File: src/rtl/pic_pkg.sv
package pic_pkg;

   typedef enum logic [1:0] {
      HOST_IDLE,
      HOST_CMD_WR,
      HOST_MASK_WR,
      HOST_READ
   } host_op_e;

   function automatic host_op_e decode_host(input logic cs, input logic rd,
                                            input logic wr, input logic addr);
      host_op_e op;
      op = HOST_IDLE;
      if (cs && wr)      op = addr ? HOST_MASK_WR : HOST_CMD_WR;
      else if (cs && rd) op = HOST_READ;
      return op;
   endfunction

endpackage

File: src/rtl/pic_req_sync.sv
module pic_req_sync #(
   parameter int N_IRQ  = 8,
   parameter int STAGES = 1
) (
   input  logic             clk,
   input  logic             rst_n,
   input  logic [N_IRQ-1:0] irq_in,
   output logic [N_IRQ-1:0] irr
);

   generate
      if (STAGES < 1) begin : g_bad
         $error("pic_req_sync: STAGES must be at least 1");
      end
   endgenerate

   logic [N_IRQ-1:0] stage_q [STAGES];

   generate
      for (genvar s = 0; s < STAGES; s++) begin : g_stage
         if (s == 0) begin : g_first
            always_ff @(posedge clk or negedge rst_n) begin
               if (!rst_n) stage_q[0] <= '0;
               else        stage_q[0] <= irq_in;
            end
         end else begin : g_next
            always_ff @(posedge clk or negedge rst_n) begin
               if (!rst_n) stage_q[s] <= '0;
               else        stage_q[s] <= stage_q[s-1];
            end
         end
      end
   endgenerate

   assign irr = stage_q[STAGES-1];

endmodule

File: src/rtl/pic_prio_enc.sv
module pic_prio_enc #(
   parameter int N    = 8,
   parameter int ID_W = 3
) (
   input  logic [N-1:0]    req,
   output logic            valid,
   output logic [ID_W-1:0] idx
);

   always_comb begin
      idx = '0;
      for (int i = N - 1; i >= 0; i--) begin
         if (req[i]) idx = ID_W'(i);
      end
      valid = |req;
   end

endmodule

File: src/rtl/pic_isr.sv
module pic_isr #(
   parameter int N_IRQ = 8,
   parameter int ID_W  = 3
) (
   input  logic             clk,
   input  logic             rst_n,
   input  logic             set_en,
   input  logic [ID_W-1:0]  set_idx,
   input  logic             clr_en,
   output logic [N_IRQ-1:0] isr,
   output logic             top_valid,
   output logic [ID_W-1:0]  top_idx
);

   logic [N_IRQ-1:0] isr_q, isr_d, set_mask, clr_mask;

   pic_prio_enc #(.N(N_IRQ), .ID_W(ID_W)) i_top_enc (
      .req   (isr_q),
      .valid (top_valid),
      .idx   (top_idx)
   );

   always_comb begin
      set_mask = '0;
      clr_mask = '0;
      if (set_en)              set_mask[set_idx] = 1'b1;
      if (clr_en && top_valid) clr_mask[top_idx] = 1'b1;
      isr_d = (isr_q & ~clr_mask) | set_mask;
   end

   always_ff @(posedge clk or negedge rst_n) begin
      if (!rst_n) isr_q <= '0;
      else        isr_q <= isr_d;
   end

   assign isr = isr_q;

   p_ack_sets_r5: assert property (@(posedge clk) disable iff (!rst_n)
      set_en |=> isr_q[$past(set_idx)]);

   p_eoi_one_bit_r8: assert property (@(posedge clk) disable iff (!rst_n)
      (clr_en && !set_en && isr_q != '0) |=>
         ($countones(isr_q) + 1 == $countones($past(isr_q))));

   p_nest_higher_r7: assert property (@(posedge clk) disable iff (!rst_n)
      (set_en && top_valid) |-> (set_idx < top_idx));

endmodule

File: src/rtl/pic_ctrl.sv
module pic_ctrl #(
   parameter int N_IRQ      = 8,
   parameter int DATA_W     = 8,
   parameter int REQ_STAGES = 1,
   parameter int RESET_BASE = 0
) (
   input  logic              clk,
   input  logic              rst_n,
   input  logic              cs,
   input  logic              rd,
   input  logic              wr,
   input  logic              addr,
   input  logic [DATA_W-1:0] wdata,
   output logic [DATA_W-1:0] rdata,
   input  logic [N_IRQ-1:0]  irq_in,
   input  logic              inta,
   output logic              int_o
);
   import pic_pkg::*;

   localparam int ID_W   = (N_IRQ > 1) ? $clog2(N_IRQ) : 1;
   localparam int BASE_W = DATA_W - ID_W;

   generate
      if (N_IRQ < 2 || N_IRQ > DATA_W) begin : g_bad_n
         $error("pic_ctrl: N_IRQ must lie in 2..DATA_W");
      end
      if (BASE_W < 1) begin : g_bad_w
         $error("pic_ctrl: DATA_W too narrow for a vector base");
      end
   endgenerate

   logic [N_IRQ-1:0]  irr, mask_q, eligible, isr;
   logic [BASE_W-1:0] base_q;
   logic [DATA_W-1:0] rdata_q;
   logic              win_valid, top_valid, int_want, ack_take, eoi;
   logic [ID_W-1:0]   win_idx, top_idx;
   host_op_e          op;

   pic_req_sync #(.N_IRQ(N_IRQ), .STAGES(REQ_STAGES)) i_sync (
      .clk    (clk),
      .rst_n  (rst_n),
      .irq_in (irq_in),
      .irr    (irr)
   );

   assign eligible = irr & ~mask_q;

   pic_prio_enc #(.N(N_IRQ), .ID_W(ID_W)) i_win_enc (
      .req   (eligible),
      .valid (win_valid),
      .idx   (win_idx)
   );

   assign op       = decode_host(cs, rd, wr, addr);
   assign eoi      = (op == HOST_CMD_WR) && wdata[0];
   assign int_want = win_valid && (!top_valid || (win_idx < top_idx));
   assign ack_take = inta && int_want;

   pic_isr #(.N_IRQ(N_IRQ), .ID_W(ID_W)) i_isr (
      .clk       (clk),
      .rst_n     (rst_n),
      .set_en    (ack_take),
      .set_idx   (win_idx),
      .clr_en    (eoi),
      .isr       (isr),
      .top_valid (top_valid),
      .top_idx   (top_idx)
   );

   always_ff @(posedge clk or negedge rst_n) begin
      if (!rst_n) begin
         mask_q <= '1;
         base_q <= BASE_W'(RESET_BASE);
      end else begin
         if (op == HOST_MASK_WR)           mask_q <= wdata[N_IRQ-1:0];
         if (op == HOST_CMD_WR && !wdata[0]) base_q <= wdata[DATA_W-1:ID_W];
      end
   end

   always_ff @(posedge clk or negedge rst_n) begin
      if (!rst_n) begin
         rdata_q <= '0;
      end else if (inta) begin
         rdata_q <= ack_take ? {base_q, win_idx} : {base_q, {ID_W{1'b1}}};
      end else if (op == HOST_READ) begin
         rdata_q <= addr ? DATA_W'(mask_q) : DATA_W'(isr);
      end
   end

   assign rdata = rdata_q;
   assign int_o = int_want;

   p_mask_blocks_r3: assert property (@(posedge clk) disable iff (!rst_n)
      int_o |-> ((irr & ~mask_q) != '0));

   p_vector_r4: assert property (@(posedge clk) disable iff (!rst_n)
      ack_take |=> (rdata[ID_W-1:0] == $past(win_idx)));

   p_no_cs_r12: assert property (@(posedge clk) disable iff (!rst_n)
      !cs |=> ($stable(mask_q) && $stable(base_q)));

endmodule

File: config.mk
export PLATFORM = sky130hd
export DESIGN_NAME = pic_ctrl
export DESIGN_NICKNAME = d
export VERILOG_FILES = /design/src/rtl/pic_pkg.sv /design/src/rtl/pic_req_sync.sv /design/src/rtl/pic_prio_enc.sv /design/src/rtl/pic_isr.sv /design/src/rtl/pic_ctrl.sv
export SDC_FILE = /design/constraint.sdc
export NUM_CORES = 1
export LEC_CHECK = 0
export CORE_AREA = 2 2 56 58
export DETAILED_ROUTE_END_ITERATION = 7
export DIE_AREA = 0 0 58 60
export DONT_BUFFER_PORTS = 1
export PLACE_DENSITY = 0.8
export SYNTH_ARGS = -nofsm -noshare
export SYNTH_HDL_FRONTEND = slang
export SYNTH_SLANG_ARGS = --single-unit
export TNS_END_PERCENT = 100
File: constraint.sdc
create_clock -name clk -period 6 [get_ports clk]
set_input_delay 0.6 -clock clk [delete_from_list [all_inputs] [get_ports clk]]
set_output_delay 0.6 -clock clk [all_outputs]
set_load 0.03 [all_outputs]
==> results of run 1 <==
## placed cells by master, fill, tap and decap left out, drive strengths merged, types with 3 or more instances in the layout
cell | Yosys | final
a21oi | 8 | 8
clkbuf | 4 | 5
dfrtp | 29 | 29
dfstp | 8 | 8
inv | 5 | 5
mux2 | 13 | 13
mux2i | 8 | 8
nand2 | 19 | 19
nand2b | 9 | 9
nand3 | 4 | 4
nand3b | 3 | 3
nor2 | 16 | 16
nor2b | 3 | 3
nor3 | 3 | 3
o21ai | 19 | 19
## registers in the layout, summed over array words and instances, names as in the netlist
name        count
i_sync.irr      8
mask_q          8
rdata           8
base_q          5
i_isr.isr       8
## cells in the mapped netlist, types with 3 or more instances
cell,count
dfrtp_1,29
nand2_1,19
o21ai_0,18
nor2_1,16
mux2_2,13
nand2b_1,9
a21oi_1,8
dfstp_2,8
mux2i_1,8
inv_1,5
clkbuf_1,4
nand3_1,4
nand3b_1,3
nor2b_1,3
nor3_1,3
## worst min-delay path by stage
stage                     startpoint             to  slack (ns)  cells past startpoint
after floorplan                rst_n      base_q[0]        0.30                      0
after global placement         rst_n  i_sync.irr[1]        0.31                      0
after detailed placement       rst_n  i_sync.irr[1]        0.30                      0
after CTS                      rst_n  i_sync.irr[5]        0.06                      1
after global routing           rst_n   i_isr.isr[5]        0.05                      1
final                          rst_n   i_isr.isr[5]        0.06                      1
## cell type report
cell class	count	area [µm²]
inverters	5	18.8
multi-input cells	132	847
flip-flops and latches	37	936
well taps	33	41.3
clock inverters	3	17.5
repair buffers	1	20.0
fillers	221	985
clock buffers	5	37.5
## routing by layer
metal / global-route usage (%) / part of all wire (%)
met5: 0 / 0
met4: 9.97 / 1.7
met3: 6.93 / 5.5
met2: 39.8 / 50
met1: 28.8 / 43
## power groups by stage
stage	combinational [mW]	sequential [mW]	clock (mW)
floorplan	0.188	0.405	0
global placement	0.212	0.427	0
detailed placement	0.219	0.429	0
CTS	0.226	0.424	0.131
global route	0.255	0.435	0.139
finish	0.227	0.425	0.127
## cells by family after synthesis
| kind of cell | Yosys count |
|---|---|
| and+or+nand+nor | 66 |
| AOI/OAI and AO/OA | 43 |
| DFF | 37 |
| muxes | 21 |
| buffers and inverters | 10 |
| adders and majority gates | 2 |
==> reports/results.tsv, run 1 <==
metric	value	unit
Fin. Hold Viols	0	
wire per inst	17.2	µm
clk root buf	clkbuf_4	
PostCTS Resize Cnt	0	
ys async rst share	100	%
number of routed nets with antenna violations	0	
H-tree Lvls	2	
# rows	20	
Post-Route WL	3.72	mm
fmax	308	MHz
CTS Hold Buffers Added	1	
Clock Power Share	16.3	%
GPL Wtd Cong	0.883	
Chip Width	58	µm
CTS buffer count	5	
status	finished clean	
Setup crit end kind	primary output	
Compound-Gate Fraction of Synth Area	14.6	%
setup ws final	2.76	ns
final setup TNS	0	ns
synthesized cell area	0.00182	mm²
crit path from	mask_q[0]	
initial drt markers	51	
placed cell count	207	
Reg clk slew, reported paths	0.12	ns
synth top area cells	dfrtp_1, dfstp_2, mux2_2, o21ai_0, mux2i_1	
ant diodes	0	
largest net degree at the start of global routing	30	
count of different cell masters after synthesis	38	
pre-CTS setup slack	3.14	ns
Worst path depth	8	
Post-DP Area	0.00184	mm²
CP Capture Point	int_o	
average cell area after synthesis	10.2	µm²
Setup CP Type	flop to primary output	
Worst Reg-to-Reg Cells	10	
Critical Path, Cell by Cell	nand2b_1 > nand4_1 > nor2_1 > ha_1 > nand2_1 > nand2_1 > o31a_1 > nor2_1	
pwr dens	407	mW/mm²
Pins Over Slew Limit	0	
Final Cycle Share	54.1	%
Mapped Nets	204	
largest family of logic cells by synthesized area	simple AND/OR/NAND/NOR gates	
type of origin of the critical path	flop	
clk_lat worst skew	0.35	ns
Main synth FF type	dfrtp_1	
Gate power share	29.1	%
Synth Area in Adders	1.37	%
final setup fails	0	
WHS	0.0602	ns
Nets	207	
RSZ-0062 raised after global routing	false	
cell internal pwr	0.461	mW
worst rel slew slack	42.4	%
Finished Cell Area	0.00192	mm²
total power	0.780	mW
Core Util, Final	66.1	%
initial cell density of the core	62.8	%
Simple-Gate Fraction of Synth Area	18.1	%
EDFF count, synth	0	
share of cells above drive strength 1	17.5	%
Buf/Inv on CP	0	
CP Data Required Time	5.40	ns
DRC errors left	0	
Psw	0.319	mW
sequential share of power	54.6	%
register area share after synthesis	51.4	%
boundary pin count	32	
cell count after synthesis	179	
clk sinks	37	
number of non-filler instances in the completed layout	216	
max incr delay on CP	0.55	ns
post-synth top area cell	dfrtp_1	
gr ovfl total	0	
Post-CTS Setup Bufs	0	
P_leak	0.818	nW
Worst-Margin Slew	0.858	ns
Worst Skew	0.0132	ns
height of the die	60	µm
routed vias/inst	6.19	
CP max FO	8	
Tot GR Track Use	23.7	%
worst reg2reg endpoint	i_isr.isr[4]	
maximum root-to-sink buffer count	2	
die area	0.00348	mm²
Buffers on Ports	0	
CTS tree	yes	
crit path max-delay cell type	dfstp_2	
type of the worst min-delay path	input port to async pin	
initial antenna violation count	0	
maxcap violations	0	
Switching Share	40.9	%
core area	0.00290	mm²
synthesis-stage register bit count	37	
cell family with most CP delay	simple AND/OR/NAND/NOR gates	
Max VDD drop	0.294	mV
HPWL after detailed placement	2.70	mm
first-pass GRT wire length	6.07	mm
post-synthesis mux area share	12.4	%
DR pass1 iterations	4	
RR Startpoint	mask_q[6]	
r2r setup slk	3.67	ns
Arr. time, crit path	2.64	ns
Synth Warn #	0	
post-synth top area share	39.8	%
total number of vias	1337	
Period minus WS final	3.24	ns
Layout Area Growth over Synthesis	5.29	%
vias in the first global route	1358	
area share of xor/xnor cells in the synthesized design	0	%
(Power assumes the default switching activity.)
==> inputs of run 2 (changes only) <==
--- a/config.mk
+++ b/config.mk
@@ -5,11 +5,11 @@
 export SDC_FILE = /design/constraint.sdc
 export NUM_CORES = 1
 export LEC_CHECK = 0
-export CORE_AREA = 2 2 56 58
+export CORE_AREA = 2 2 61 63
 export DETAILED_ROUTE_END_ITERATION = 7
-export DIE_AREA = 0 0 58 60
+export DIE_AREA = 0 0 63 65
 export DONT_BUFFER_PORTS = 1
-export PLACE_DENSITY = 0.8
+export PLACE_DENSITY = 0.71
 export SYNTH_ARGS = -nofsm -noshare
 export SYNTH_HDL_FRONTEND = slang
 export SYNTH_SLANG_ARGS = --single-unit
==> constraint.sdc (replaced) <==
create_clock -name clk -period 2.9 [get_ports clk]
set_input_delay 0.29 -clock clk [delete_from_list [all_inputs] [get_ports clk]]
set_output_delay 0.29 -clock clk [all_outputs]
set_load 0.03 [all_outputs]
==> reports/results.tsv, run 2 (synthesis gave the netlist of run 1 again) <==
metric	value	unit	change
most common cell after layout, fill and taps aside	dfrtp_1		
routed vias/inst	5.73		-7.5%
placed cell count	223		+7.7%
CP max FO	5		-3
wire per inst	16.0	µm	-6.8%
CTS buffer count	5		unchanged
Final Cycle Share	96.7	%	
P_leak	0.872	nW	+6.7%
number of non-filler instances in the completed layout	243		+13%
initial drt markers	99		+94%
type of origin of the critical path	flop		
number of routed nets with antenna violations	0		unchanged
worst rel slew slack	43.1	%	+0.74 points
core area	0.00350	mm²	+20%
pwr dens	829	mW/mm²	+100%
Chip Width	63	µm	+8.6%
Worst Skew	0.00609	ns	-0.00710 ns
boundary pin count	32		unchanged
Pins Over Slew Limit	0		unchanged
pre-CTS setup slack	0.436	ns	-2.70 ns
Setup crit end kind	primary output		
type of the worst min-delay path	input port to flop		
Tot GR Track Use	19.9	%	-3.9 points
clk_lat worst skew	0.34	ns	about the same
total power	1.72	mW	+120%
final setup fails	0		unchanged
CTS tree	yes		
maximum root-to-sink buffer count	2		unchanged
CP Data Required Time	2.61	ns	-2.79 ns
first-pass GRT wire length	6.27	mm	+3.4%
vias in the first global route	1361		+0.22%
setup ws final	0.0957	ns	-2.66 ns
Period minus WS final	2.80	ns	
Finished Cell Area	0.00207	mm²	+7.8%
maxcap violations	0		unchanged
die area	0.00410	mm²	+18%
Fin. Hold Viols	0		unchanged
status	finished clean		
H-tree Lvls	2		unchanged
largest net degree at the start of global routing	38		+27%
gr ovfl total	0		unchanged
Reg clk slew, reported paths	0.11	ns	about the same
initial antenna violation count	0		unchanged
total number of vias	1392		+4.1%
Buffers on Ports	0		unchanged
Post-DP Area	0.00187	mm²	+1.4%
clk root buf	clkbuf_4		
Layout Area Growth over Synthesis	13.5	%	
GPL Wtd Cong	0.853		-3.5%
initial cell density of the core	52.1	%	-11 points
fmax	357	MHz	
Arr. time, crit path	2.51	ns	-0.13 ns
clk sinks	37		unchanged
DRC errors left	0		unchanged
HPWL after detailed placement	2.76	mm	+2.4%
DR pass1 iterations	4		unchanged
Worst-Margin Slew	0.847	ns	-0.0110 ns
Setup CP Type	flop to primary output		
Max VDD drop	0.403	mV	+37%
Post-Route WL	3.90	mm	+4.8%
Nets	219		+5.8%
share of cells above drive strength 1	20.0	%	+2.5 points
Core Util, Final	59.2	%	-6.9 points
ant diodes	0		unchanged
commonest non-fill, non-tap cells in the layout	dfrtp_1, nand2_1, o21ai_0		
# rows	22		+10%
height of the die	65	µm	+8.3%
-- run 2: cell count changes in the layout (fill, tap and decap cells not counted) --
cell           previous run  this run
nand2b_1                  9         7
buf_4                     0         3
a32oi_2                   0         1
nor4_1                    2         1
dlygate4sd3_1             0         9
a32oi_1                   1         0
nor4_2                    0         1
nand2b_2                  0         2
-- run 2: routing by layer --
layer / wire (µm) / share of wire [%] / track usage (%)
met1: 1710 / 44 / 25.2
met2: 1880 / 48 / 33.2
met3: 242 / 6.2 / 4.17
met4: 61 / 1.6 / 8.06
met5: 0 / 0 / 0
-- run 2: layout make-up --
cell class	count	area, µm²
clock buffer	5	37.5
clock inverter	3	17.5
fill	289	1430
inverter	5	18.8
multi-input combinational	132	866
sequential	37	936
tap	48	60.1
timing repair buffer	13	133
-- run 2: per-stage QoR --
step           hold slack (ns)  setup TNS, ns
2_1_floorplan         -0.00559              0
3_3_place_gp          -0.00487              0
3_5_place_dp          -0.00478              0
4_1_cts                 0.0351              0
5_1_grt                 0.0435        -0.0469
6_report                0.0433              0
-- run 2: worst max-delay path, stage by stage (launching register included) --
cell,delay (ns)
dfstp_2,0.56
nand2b_1,0.20
nand4_1,0.21
nor2_1,0.15
ha_1,0.25
nand2_1,0.07
nand2_1,0.10
o31a_1,0.34
nor2_1,0.13
buf_4,0.18
-- run 2: report_power, final --
part / internal (mW) / leakage, nW / total [mW] / switching (mW)
registers: 0.661 / 0.422 / 0.886 / 0.225
clock network: 0.0914 / 0.0310 / 0.262 / 0.171
logic: 0.261 / 0.419 / 0.568 / 0.307
-- run 2: worst paths after layout --
kind / startpoint / endpoint / slack [ns] / depth (start not counted)
setup / recovery: mask_q[1] / int_o / 0.1 / 9
hold reg to reg: base_q[2] / rdata[5] / 0.50 / 2
hold / removal: inta / rdata[3] / 0.04 / 1
max in group asynchronous: rst_n / mask_q[4] / 2.25 / 2
min in group asynchronous: rst_n / i_sync.irr[1] / 0.40 / 2
setup reg to reg: mask_q[1] / rdata[1] / 0.50 / 9
-- run 2: what timing repair did --
item	4_1_cts	5_1_grt
resized for setup	0	4
hold endpoints to repair	45	0
hold buffers	10	0
setup endpoints to repair	0	1
buffers inserted	0	2
==> inputs of run 3 (changes only) <==
--- a/config.mk
+++ b/config.mk
@@ -5,11 +5,11 @@
 export SDC_FILE = /design/constraint.sdc
 export NUM_CORES = 1
 export LEC_CHECK = 0
-export CORE_AREA = 2 2 61 63
+export CORE_AREA = 2 2 58 60
 export DETAILED_ROUTE_END_ITERATION = 7
-export DIE_AREA = 0 0 63 65
+export DIE_AREA = 0 0 60 62
 export DONT_BUFFER_PORTS = 1
-export PLACE_DENSITY = 0.71
+export PLACE_DENSITY = 0.75
 export SYNTH_ARGS = -nofsm -noshare
 export SYNTH_HDL_FRONTEND = slang
 export SYNTH_SLANG_ARGS = --single-unit
==> constraint.sdc (replaced) <==
create_clock -name clk -period 2.87 [get_ports clk]
set_input_delay 0.287 -clock clk [delete_from_list [all_inputs] [get_ports clk]]
set_output_delay 0.287 -clock clk [all_outputs]
set_load 0.03 [all_outputs]
==> reports/results.tsv, run 3 (synthesis gave the netlist of run 1 again) <==
metric	value	unit	change
status	finished clean		
Layout Area Growth over Synthesis	16.9	%	
clk root buf	clkbuf_4		
worst rel slew slack	46.2	%	+3.1 points
cell family with most CP delay	compound AO/OA/AOI/OAI gates		
Nets	222		+1.4%
Fin. Hold Viols	0		unchanged
final setup TNS	0	ns	unchanged
Arr. time, crit path	2.56	ns	+0.05 ns
WHS	0.0451	ns	+0.00174 ns
routed vias/inst	5.93		+3.5%
fmax	352	MHz	
final setup fails	0		unchanged
# rows	21		-4.5%
pre-CTS setup slack	0.413	ns	-0.0226 ns
vias in the first global route	1343		-1.3%
die area	0.00372	mm²	-9.2%
most common cell after layout, fill and taps aside	dfrtp_1		
Critical Path, Cell by Cell	nand2b_1 > nand3_1 > a31oi_1 > ha_1 > o21ai_0 > a32oi_2 > o31a_1 > nor2_1 > buf_4		
Period minus WS final	2.84	ns	
maximum root-to-sink buffer count	2		unchanged
share of cells above drive strength 1	21.7	%	+1.7 points
Buf/Inv on CP	1		unchanged
Buffers on Ports	0		unchanged
wire per inst	16.8	µm	+4.7%
H-tree Lvls	2		unchanged
crit path max-delay cell type	dfstp_2		
Finished Cell Area	0.00213	mm²	+3.0%
Worst-Margin Slew	0.801	ns	-0.0456 ns
gr ovfl total	0		unchanged
initial cell density of the core	57.3	%	+5.2 points
CTS tree	yes		
HPWL after detailed placement	2.76	mm	-0.11%
DR pass1 iterations	4		unchanged
type of origin of the critical path	flop		
pwr dens	886	mW/mm²	+6.8%
max incr delay on CP	0.56	ns	about the same
Worst Skew	0.0164	ns	+0.0103 ns
Post-Route WL	4.10	mm	+5.2%
height of the die	62	µm	-4.6%
initial drt markers	154		+56%
Setup CP Type	flop to primary output		
Pins Over Slew Limit	0		unchanged
total number of vias	1446		+3.9%
Setup crit end kind	primary output		
boundary pin count	32		unchanged
largest net degree at the start of global routing	38		unchanged
number of routed nets with antenna violations	0		unchanged
initial antenna violation count	0		unchanged
clk sinks	37		unchanged
Chip Width	60	µm	-4.8%
Reg clk slew, reported paths	0.12	ns	about the same
Core Util, Final	67.0	%	+7.8 points
clk_lat worst skew	0.35	ns	about the same
Final Cycle Share	99.1	%	
placed cell count	221		-0.90%
Tot GR Track Use	23.4	%	+3.5 points
# fillers	261		-9.7%
DRC errors left	0		unchanged
total power	1.89	mW	+9.9%
type of the worst min-delay path	input port to flop		
P_leak	0.905	nW	+3.7%
Post-DP Area	0.00187	mm²	-0.13%
ant diodes	0		unchanged
number of non-filler instances in the completed layout	244		+0.41%
setup ws final	0.0261	ns	-0.0696 ns
core area	0.00318	mm²	-9.1%
first-pass GRT wire length	6.20	mm	-1.1%
Max VDD drop	0.502	mV	+25%
maxcap violations	0		unchanged
CP max FO	4		-1
GPL Wtd Cong	0.907		+6.4%
commonest non-fill, non-tap cells in the layout	dfrtp_1, nand2_1, o21ai_0		
CP Data Required Time	2.58	ns	-0.03 ns
CTS buffer count	5		unchanged
## run 3: cell types whose count changed in the layout (fill, tap and decap cells not counted)
cell       change
buf_4          +3
bufinv_16      +1
clkbuf_8       +1
clkinv_2       -2
nand2b_1       -1
nand2b_4       +1
o21ai_0        -1
o21ai_1        +1
## run 3: final timing paths
kind / startpoint / end / slack (ns) / depth (start not counted)
setup / recovery: mask_q[4] / int_o / 0.03 / 9
hold / removal: inta / rdata[3] / 0.05 / 1
setup reg to reg: mask_q[4] / rdata[1] / 0.41 / 9
hold reg to reg: base_q[3] / rdata[6] / 0.50 / 2
max in group asynchronous: rst_n / mask_q[1] / 2.22 / 2
min in group asynchronous: rst_n / base_q[1] / 0.39 / 2
## run 3: what timing repair did
action                                  in CTS  in global routing
gates resized for setup                      0                  6
hold buffers                                10                  0
endpoints found under the hold margin       45                  0
buffers inserted                             0                  5
endpoints found under the setup margin       0                  1
## run 3: final cells by class
cell class / count / area, µm² / area share, %
inverters: 5 / 18.8 / 0.881
well taps: 46 / 57.6 / 2.70
multi-input cells: 132 / 873 / 41.0
flip-flops and latches: 37 / 936 / 43.9
clock inverters: 2 / 37.5 / 1.76
clock buffers: 6 / 51.3 / 2.41
repair buffers: 16 / 155 / 7.29
## run 3: power breakdown
group          switching (mW)  internal [mW]  leakage [nW]
clock network           0.177          0.207        0.0445
registers               0.235          0.668         0.422
logic                   0.313          0.286         0.438
total                   0.725           1.16         0.905
## run 3: layer usage
layer | vias up | share of wire, % | track usage (%)
li1 | 672 | - | -
met1 | 708 | 41 | 29.7
met2 | 58 | 52 | 38.0
met3 | 8 | 6.4 | 7.25
met4 | 0 | 1.5 | 8.57
met5 | - | 0 | 0
